**src/rtl/sar_pkg.sv**
```systemverilog
package sar_pkg;
  localparam int MAX_W = 24;
  localparam int NB_W  = $clog2(MAX_W + 1);

  typedef enum logic [1:0] {
    FMT_I2S = 2'b00,
    FMT_RJ  = 2'b01,
    FMT_DSP = 2'b10,
    FMT_LJ  = 2'b11
  } fmt_e;

  function automatic logic [NB_W-1:0] width_bits(input logic [1:0] wsel);
    case (wsel)
      2'b00:   width_bits = NB_W'(24);
      2'b01:   width_bits = NB_W'(20);
      default: width_bits = NB_W'(16);
    endcase
  endfunction
endpackage

```
**src/rtl/sar_edge_sync.sv**
```systemverilog
module sar_edge_sync #(
  parameter int SYNC_STAGES = 2  // must be >= 2
) (
  input  logic clk_i,
  input  logic rst_ni,
  input  logic bclk_i,
  input  logic lrclk_i,
  input  logic sdata_i,
  output logic bit_evt_o,
  output logic lr_o,
  output logic dat_o
);
  localparam int TOP = SYNC_STAGES - 1;

  logic [TOP:0] b_q, l_q, d_q;
  logic         b_d;

  always_ff @(posedge clk_i or negedge rst_ni) begin
    if (!rst_ni) begin
      b_q <= '1;
      b_d <= 1'b1;
      l_q <= '0;
      d_q <= '0;
    end else begin
      b_q <= {b_q[TOP-1:0], bclk_i};
      l_q <= {l_q[TOP-1:0], lrclk_i};
      d_q <= {d_q[TOP-1:0], sdata_i};
      b_d <= b_q[TOP];
    end
  end

  assign bit_evt_o = b_q[TOP] & ~b_d;
  assign lr_o      = l_q[TOP];
  assign dat_o     = d_q[TOP];

  assert_one_evt_per_rise_R9: assert property (@(posedge clk_i) disable iff (!rst_ni)
    bit_evt_o |=> !bit_evt_o);
endmodule

```
**src/rtl/sar_slot_ctrl.sv**
```systemverilog
module sar_slot_ctrl
  import sar_pkg::*;
#(
  parameter int CNT_W = 7
) (
  input  logic            clk_i,
  input  logic            rst_ni,
  input  logic            bit_evt_i,
  input  logic            lr_i,
  input  fmt_e            fmt_i,
  input  logic [NB_W-1:0] nbits_i,
  output logic            shift_o,
  output logic            done_o,
  output logic            done_left_o,
  output logic            use_prev_o,
  output logic            armed_o
);
  localparam logic [CNT_W-1:0] CNT_MAX = '1;

  logic             seen_q, prev_lr_q, armed_q, dsp_left_q;
  logic [CNT_W-1:0] cnt_q, pos, nb;
  logic             lr_edge, lr_rise, dsp_left_d;
  logic             shift_raw, done_raw;

  assign nb = CNT_W'(nbits_i);

  always_comb begin
    lr_edge    = seen_q && (lr_i != prev_lr_q);
    lr_rise    = lr_edge && lr_i;
    pos        = lr_edge ? '0 : ((cnt_q == CNT_MAX) ? CNT_MAX : cnt_q + 1'b1);
    dsp_left_d = lr_edge ? (armed_q ? ~dsp_left_q : 1'b1) : dsp_left_q;
    shift_raw   = 1'b0;
    done_raw    = 1'b0;
    done_left_o = 1'b0;
    use_prev_o  = 1'b0;
    case (fmt_i)
      FMT_LJ: begin
        shift_raw   = pos < nb;
        done_raw    = pos == nb - 1'b1;
        done_left_o = lr_i;
      end
      FMT_I2S: begin
        shift_raw   = (pos != '0) && (pos <= nb);
        done_raw    = pos == nb;
        done_left_o = ~lr_i;
      end
      FMT_DSP: begin
        shift_raw   = (pos != '0) && (pos <= nb);
        done_raw    = pos == nb;
        done_left_o = dsp_left_d;
      end
      FMT_RJ: begin
        shift_raw   = 1'b1;
        done_raw    = lr_edge;
        done_left_o = prev_lr_q;
        use_prev_o  = 1'b1;
      end
    endcase
    shift_o = bit_evt_i & shift_raw;
    done_o  = bit_evt_i & armed_q & done_raw;
  end

  always_ff @(posedge clk_i or negedge rst_ni) begin
    if (!rst_ni) begin
      seen_q     <= 1'b0;
      prev_lr_q  <= 1'b0;
      armed_q    <= 1'b0;
      dsp_left_q <= 1'b0;
      cnt_q      <= '0;
    end else if (bit_evt_i) begin
      seen_q     <= 1'b1;
      prev_lr_q  <= lr_i;
      cnt_q      <= pos;
      dsp_left_q <= dsp_left_d;
      if (lr_rise) armed_q <= 1'b1;
    end
  end

  assign armed_o = armed_q;

  assert_arm_on_rise_only_R2: assert property (@(posedge clk_i) disable iff (!rst_ni)
    (!armed_q && !(bit_evt_i && lr_i && seen_q && !prev_lr_q)) |=> !armed_q);
endmodule

```
**src/rtl/sar_word_asm.sv**
```systemverilog
module sar_word_asm
  import sar_pkg::*;
(
  input  logic             clk_i,
  input  logic             rst_ni,
  input  logic             shift_i,
  input  logic             dat_i,
  input  logic             use_prev_i,
  input  logic [NB_W-1:0]  nbits_i,
  output logic [MAX_W-1:0] word_o
);
  logic [MAX_W-1:0] sr_q, sr_next, src;

  assign sr_next = {sr_q[MAX_W-2:0], dat_i};

  always_ff @(posedge clk_i or negedge rst_ni) begin
    if (!rst_ni)      sr_q <= '0;
    else if (shift_i) sr_q <= sr_next;
  end

  // right-justified takes the bits before the current edge; others include it
  assign src    = use_prev_i ? sr_q : sr_next;
  assign word_o = src << (NB_W'(MAX_W) - nbits_i);
endmodule

```
**src/rtl/sar_pair_out.sv**
```systemverilog
module sar_pair_out
  import sar_pkg::*;
(
  input  logic             clk_i,
  input  logic             rst_ni,
  input  logic             done_i,
  input  logic             done_left_i,
  input  logic [MAX_W-1:0] word_i,
  output logic [MAX_W-1:0] left_o,
  output logic [MAX_W-1:0] right_o,
  output logic             valid_o
);
  logic [MAX_W-1:0] left_hold_q;
  logic             have_left_q;

  always_ff @(posedge clk_i or negedge rst_ni) begin
    if (!rst_ni) begin
      left_hold_q <= '0;
      have_left_q <= 1'b0;
      left_o      <= '0;
      right_o     <= '0;
      valid_o     <= 1'b0;
    end else begin
      valid_o <= 1'b0;
      if (done_i) begin
        if (done_left_i) begin
          left_hold_q <= word_i;
          have_left_q <= 1'b1;
        end else if (have_left_q) begin
          left_o      <= left_hold_q;
          right_o     <= word_i;
          valid_o     <= 1'b1;
          have_left_q <= 1'b0;
        end
      end
    end
  end

  assert_valid_single_R8: assert property (@(posedge clk_i) disable iff (!rst_ni)
    valid_o |=> !valid_o);
  assert_out_hold_R8: assert property (@(posedge clk_i) disable iff (!rst_ni)
    ((left_o != $past(left_o)) || (right_o != $past(right_o))) |-> valid_o);
endmodule

```
**src/rtl/serial_audio_rx.sv**
```systemverilog
module serial_audio_rx
  import sar_pkg::*;
#(
  parameter int SYNC_STAGES = 2,
  parameter int CNT_W       = 7
) (
  input  logic        clk_i,
  input  logic        rst_ni,
  input  logic [1:0]  fmt_i,
  input  logic [1:0]  wsel_i,
  input  logic        bclk_i,
  input  logic        lrclk_i,
  input  logic        sdata_i,
  output logic [23:0] left_o,
  output logic [23:0] right_o,
  output logic        valid_o
);
  logic             bit_evt, lr_s, dat_s;
  logic             shift, done, done_left, use_prev, armed;
  logic [NB_W-1:0]  nbits;
  logic [MAX_W-1:0] word;
  fmt_e             fmt;

  assign fmt   = fmt_e'(fmt_i);
  assign nbits = width_bits(wsel_i);

  sar_edge_sync #(.SYNC_STAGES(SYNC_STAGES)) u_sync (
    .clk_i(clk_i), .rst_ni(rst_ni), .bclk_i(bclk_i), .lrclk_i(lrclk_i),
    .sdata_i(sdata_i), .bit_evt_o(bit_evt), .lr_o(lr_s), .dat_o(dat_s));

  sar_slot_ctrl #(.CNT_W(CNT_W)) u_ctrl (
    .clk_i(clk_i), .rst_ni(rst_ni), .bit_evt_i(bit_evt), .lr_i(lr_s),
    .fmt_i(fmt), .nbits_i(nbits), .shift_o(shift), .done_o(done),
    .done_left_o(done_left), .use_prev_o(use_prev), .armed_o(armed));

  sar_word_asm u_asm (
    .clk_i(clk_i), .rst_ni(rst_ni), .shift_i(shift), .dat_i(dat_s),
    .use_prev_i(use_prev), .nbits_i(nbits), .word_o(word));

  sar_pair_out u_pair (
    .clk_i(clk_i), .rst_ni(rst_ni), .done_i(done), .done_left_i(done_left),
    .word_i(word), .left_o(left_o), .right_o(right_o), .valid_o(valid_o));

  assert_no_valid_unarmed_R2: assert property (@(posedge clk_i) disable iff (!rst_ni)
    !armed |-> !valid_o);
  assert_zero_fill_R7: assert property (@(posedge clk_i) disable iff (!rst_ni)
    (valid_o && wsel_i[1]) |-> ((left_o[7:0] == 8'h00) && (right_o[7:0] == 8'h00)));
endmodule

```
**config.mk**
```make
export PLATFORM = sky130hd
export DESIGN_NAME = serial_audio_rx
export DESIGN_NICKNAME = d
export VERILOG_FILES = /design/src/rtl/sar_pkg.sv /design/src/rtl/sar_edge_sync.sv /design/src/rtl/sar_slot_ctrl.sv /design/src/rtl/sar_word_asm.sv /design/src/rtl/sar_pair_out.sv /design/src/rtl/serial_audio_rx.sv
export SDC_FILE = /design/constraint.sdc
export NUM_CORES = 1
export LEC_CHECK = 0
export BUFFER_PORTS_ARGS = -buffer_cell sky130_fd_sc_hd__buf_2
export CORE_ASPECT_RATIO = 0.75
export CORE_MARGIN = 4
export CORE_UTILIZATION = 53
export DETAILED_ROUTE_END_ITERATION = 12
export GPL_ROUTABILITY_DRIVEN = 0
export PLACE_DENSITY = 0.76
export RECOVER_POWER = 100
export SLEW_MARGIN = 5
export SYNTH_ARGS = -nofsm -noshare
export SYNTH_HDL_FRONTEND = slang
export SYNTH_SLANG_ARGS = --single-unit
```
**constraint.sdc**
```tcl
create_clock -name clk_i -period 3.1 [get_ports clk_i]
set_input_delay 0 -clock clk_i [delete_from_list [all_inputs] [get_ports clk_i]]
set_output_delay 0 -clock clk_i [all_outputs]
set_load 0.01 [all_outputs]
```
==> metrics.md <==
| Metric | Value |
|---|---|
| Synth Area in Compound Gates | 0.0563 |
| Syn_area_per_cell | 13.0 µm² |
| Clock root buffer master | clkbuf_16 |
| Skew final | 0.00822 ns |
| Critical register-to-register path endpoint | u_pair.left_o[15] |
| Layout Utilization | 0.653 |
| CP endpoint kind | flip-flop |
| H-tree depth | 4 |
| Synth warnings | 0 |
| Max Freq | approximately 330 MHz |
| Initial core utilization | 0.542 |
| Proportion of synthesized area in mux cells | 0.296 |
| Number of flops mapped to enable cells by yosys | 0 |
| Post-DP HPWL | 7890 µm |
| Failing checks | capacitance limit, slew limit |
| Yosys top cell area share | 0.509 |
| Full die area | around 0.012 mm² |
| WP data arrival | 3.29 ns |
| Worst-margin pin slew | 1.60 ns |
| Cells on Worst Hold Path | 3 |
| Cell count after synthesis | 428 |
| Origin of the critical flop-to-flop path | u_ctrl.cnt_q[0] |
| Inserted Diodes | 0 |
| Die height | 96.7 µm |
| Rel. slew slack | -0.0667 |
| Gr ovfl total | 0 |
| ANT nets after route | 0 |
| Min-Delay Endpoint | u_pair.valid_o |
| Register area | 0.00291 mm² |
| WL/cell | around 19 µm |
| Synth Area in Adders | 0.0113 |
| Area Growth Syn to Fin | 20.5% |
| Crit path time final | approximately 3 ns |
| Hold slack | 0.173 ns |
| Seq/Total Area, Yosys | 0.523 |
| Clk buf depth | 2 |
| Reg power frac | 0.396 |
| Synth area leaders | dfrtp_1, mux2_2, mux2i_1, mux2_1, mux4_2 |
| Power density over the cells | about 730 mW/mm² |
| Die X | 126 µm |
| WS Path Type | flip-flop to flip-flop |
| First-pass GRT wire length | 19300 µm |
| Final #Nets | 518 |
| Site Rows | 32 |
| Max Cap Viol | 1 |
| Clock-pin slew on the worst setup and hold paths | 0.06 ns |
| Synth Register Bits | roughly 120 |
| Layout cell share with drive strength beyond 1 | 0.306 |
| Mapped cell area | approximately 0.0056 mm² |
| Switching power | 1.39 mW |
| Maximum number of pins on one net before global-route repair | 67 |
| Main synth FF type | dfrtp_1 |
| Largest family of logic cells by synthesized area | multiplexers |
| Final std cells w/o fill | ~650 |
| Placement Setup Slack | 0.0353 ns |
| Worst R2R Setup Slack | 0.1 ns |
| Post-Route WL | 12400 µm |
| Status | finished, violations left |
| Critical path peak fanout | 12 |
| # setup viols final | 0 |
| Hold Startpoint | fmt_i[1] |
| FILL cells | 811 |
| Area leader, netlist | dfrtp_1 |
| FFs w/ async S/R, synth | 1.00 |
| Final WS setup | between 0.09 and 0.1 ns |
| Post-synthesis simple-gate area fraction | 0.0763 |
| I/O pins | 58 |
| Vias/cell | between 5 and 6 |
| GRT Total Usage | 0.200 |
| P_int | 3.50 mW |
| Worst Reg2Reg Path Length in Cells | 12 |
| Worst-skew pair later-pin latency | around 0.4 ns |
| Period Utilization, post-route | 0.968 |
| First-iteration detailed-routing DRC count | 326 |
| DRC violations left | 0 |
| Vias in the first global route | between 3000 and 4000 |
| CTS buffer count | 17 |
| Routed vias | 3788 |
| Leakage | 3.17 nW |
| Comb pwr share | 0.197 |
| Initial antenna violation count | 0 |
| Worst VDD drop | 0.579 mV |
| Core area | 0.0102 mm² |
| Syn_nets | 442 |
| Min-Delay Path Class | primary input to flip-flop |
| Multi-input gate area | between 0.002 and 0.0025 mm² |
| XOR/XNOR Fraction of Synth Area | 0.00630 |
| Clock share of power | 0.407 |
| Placed Cells | roughly 610 |
| Count of cell types in the netlist | 50 |
| Clock tree sinks | 116 |
| Sw frac | 0.285 |
| CP Launch Type | flip-flop |
| CTS tree | built |
| Port buffer count | 57 |
| Slew Limit Fails | between 60 and 70 |
| DR pass1 iterations | 5 |
| Worst Path Required | around 3.4 ns |
| Final hold violation count | 0 |
-- worst max-delay path by stage --
stage                                from                  to
final                     u_ctrl.cnt_q[0]   u_pair.left_o[15]
after global routing      u_ctrl.cnt_q[0]   u_pair.left_o[17]
after CTS                 u_ctrl.cnt_q[0]   u_pair.left_o[17]
after detailed placement  u_ctrl.cnt_q[0]   u_pair.left_o[17]
after global placement    u_ctrl.cnt_q[0]   u_pair.left_o[16]
after floorplan           u_ctrl.cnt_q[0]  u_pair.right_o[17]
-- worst max-delay path, cell delays in order (launching register included) --
cell       delay [ns]
dfrtp_1          0.38
ha_1             0.20
and3_1           0.16
and2_1           0.19
o21ai_2          0.16
ha_1             0.27
nor2_1           0.12
nand4_1          0.12
o311a_4          0.37
nor3_4           0.21
buf_4            0.18
clkbuf_16        0.18
mux2_2           0.34
-- per-layer routing --
metal	vias up	wire length, µm	part of all wire	GRT usage
met2	122	5940	0.48	0.306
met5	-	0	0	0
met1	1933	5560	0.45	0.278
met3	14	752	0.061	0.0530
met4	0	126	0.010	0.0676
li1	1719	-	-	-
-- layout make-up --
class	instances	area share
clock inverters	11	0.0226
well taps	136	0.0254
flip-flops and latches	116	0.434
multi-input cells	281	0.373
inverters	5	0.00280
clock buffers	21	0.0687
repair buffers	83	0.0732
-- stage by stage --
stage / area (µm²) / total power, mW / setup TNS, ns
finish: 6700 / 4.89 / 0
global route: 6700 / 5.12 / -1.10
CTS: 6690 / 4.91 / 0
detailed placement: 6040 / 2.89 / 0
global placement: 6040 / 2.85 / 0
floorplan: 5560 / 2.55 / 0
-- cell usage in the layout, fill, tap and decap left out, drive strengths merged, types with 5 or more instances in the layout --
| master | instances |
|---|---|
| inv | 6 |
| buf | 25 |
| nand2 | 24 |
| nand2b | 5 |
| o21ai | 15 |
| nor3 | 10 |
| a31oi | 5 |
| clkbuf | 75 |
| nor2 | 17 |
| ha | 5 |
| dfrtp | 113 |
| mux2i | 36 |
| and2 | 7 |
| a21oi | 6 |
| mux4 | 8 |
| mux2 | 98 |
| nand3 | 8 |
-- synthesized netlist by cell type (all sizes together), types with 4 or more instances --
library cell  count
nand2b            5
ha                5
mux4              8
nand2            24
clkbuf            8
a21oi             6
nor2             17
mux2             98
and2              7
and3              4
o22ai             4
o21ai            15
nor3             10
nand3             8
a31oi             5
dfrtp           113
mux2i            36
buf              18
inv               5
-- logic make-up (layout without fill, tap and decap cells) --
group,after synthesis,count (layout)
AO/OA/AOI/OAI,47,47
AND/OR/NAND/NOR,83,83
flip-flops,116,116
XOR/XNOR,4,4
multiplexers,142,142
buffers and inverters,31,120
adder cells (fa/ha/maj),5,5
-- sequential cells by signal, indices dropped and copies added (netlist names) --
register,flops
u_ctrl.seen_q,1
u_sync.b_q,2
u_pair.right_o,24
u_ctrl.cnt_q,7
u_sync.l_q,2
u_ctrl.dsp_left_q,1
u_sync.b_d,1
u_pair.valid_o,1
u_pair.have_left_q,1
u_pair.left_hold_q,24
u_asm.sr_q,24
u_ctrl.prev_lr_q,1
u_pair.left_o,24
u_ctrl.armed_o,1
u_sync.d_q,2
-- power by group through the flow --
| stage | registers (mW) | logic, mW | clock network (mW) |
|---|---|---|---|
| finish | 1.94 | 0.963 | 1.99 |
| global route | 1.97 | 1.05 | 2.11 |
| CTS | 1.93 | 0.965 | 2.02 |
| detailed placement | 1.95 | 0.945 | 0 |
| global placement | 1.93 | 0.917 | 0 |
| floorplan | 1.93 | 0.623 | 0 |
-- what timing repair did --
| action | 4_1_cts | 5_1_grt |
|---|---|---|
| resized for setup | 0 | 3 |
| setup buffers | 0 | 2 |
| hold buffers | 4 | 0 |
| hold endpoints to repair | 66 | 0 |
| endpoints found under the setup margin | 0 | 71 |
(Power assumes the default switching activity.)
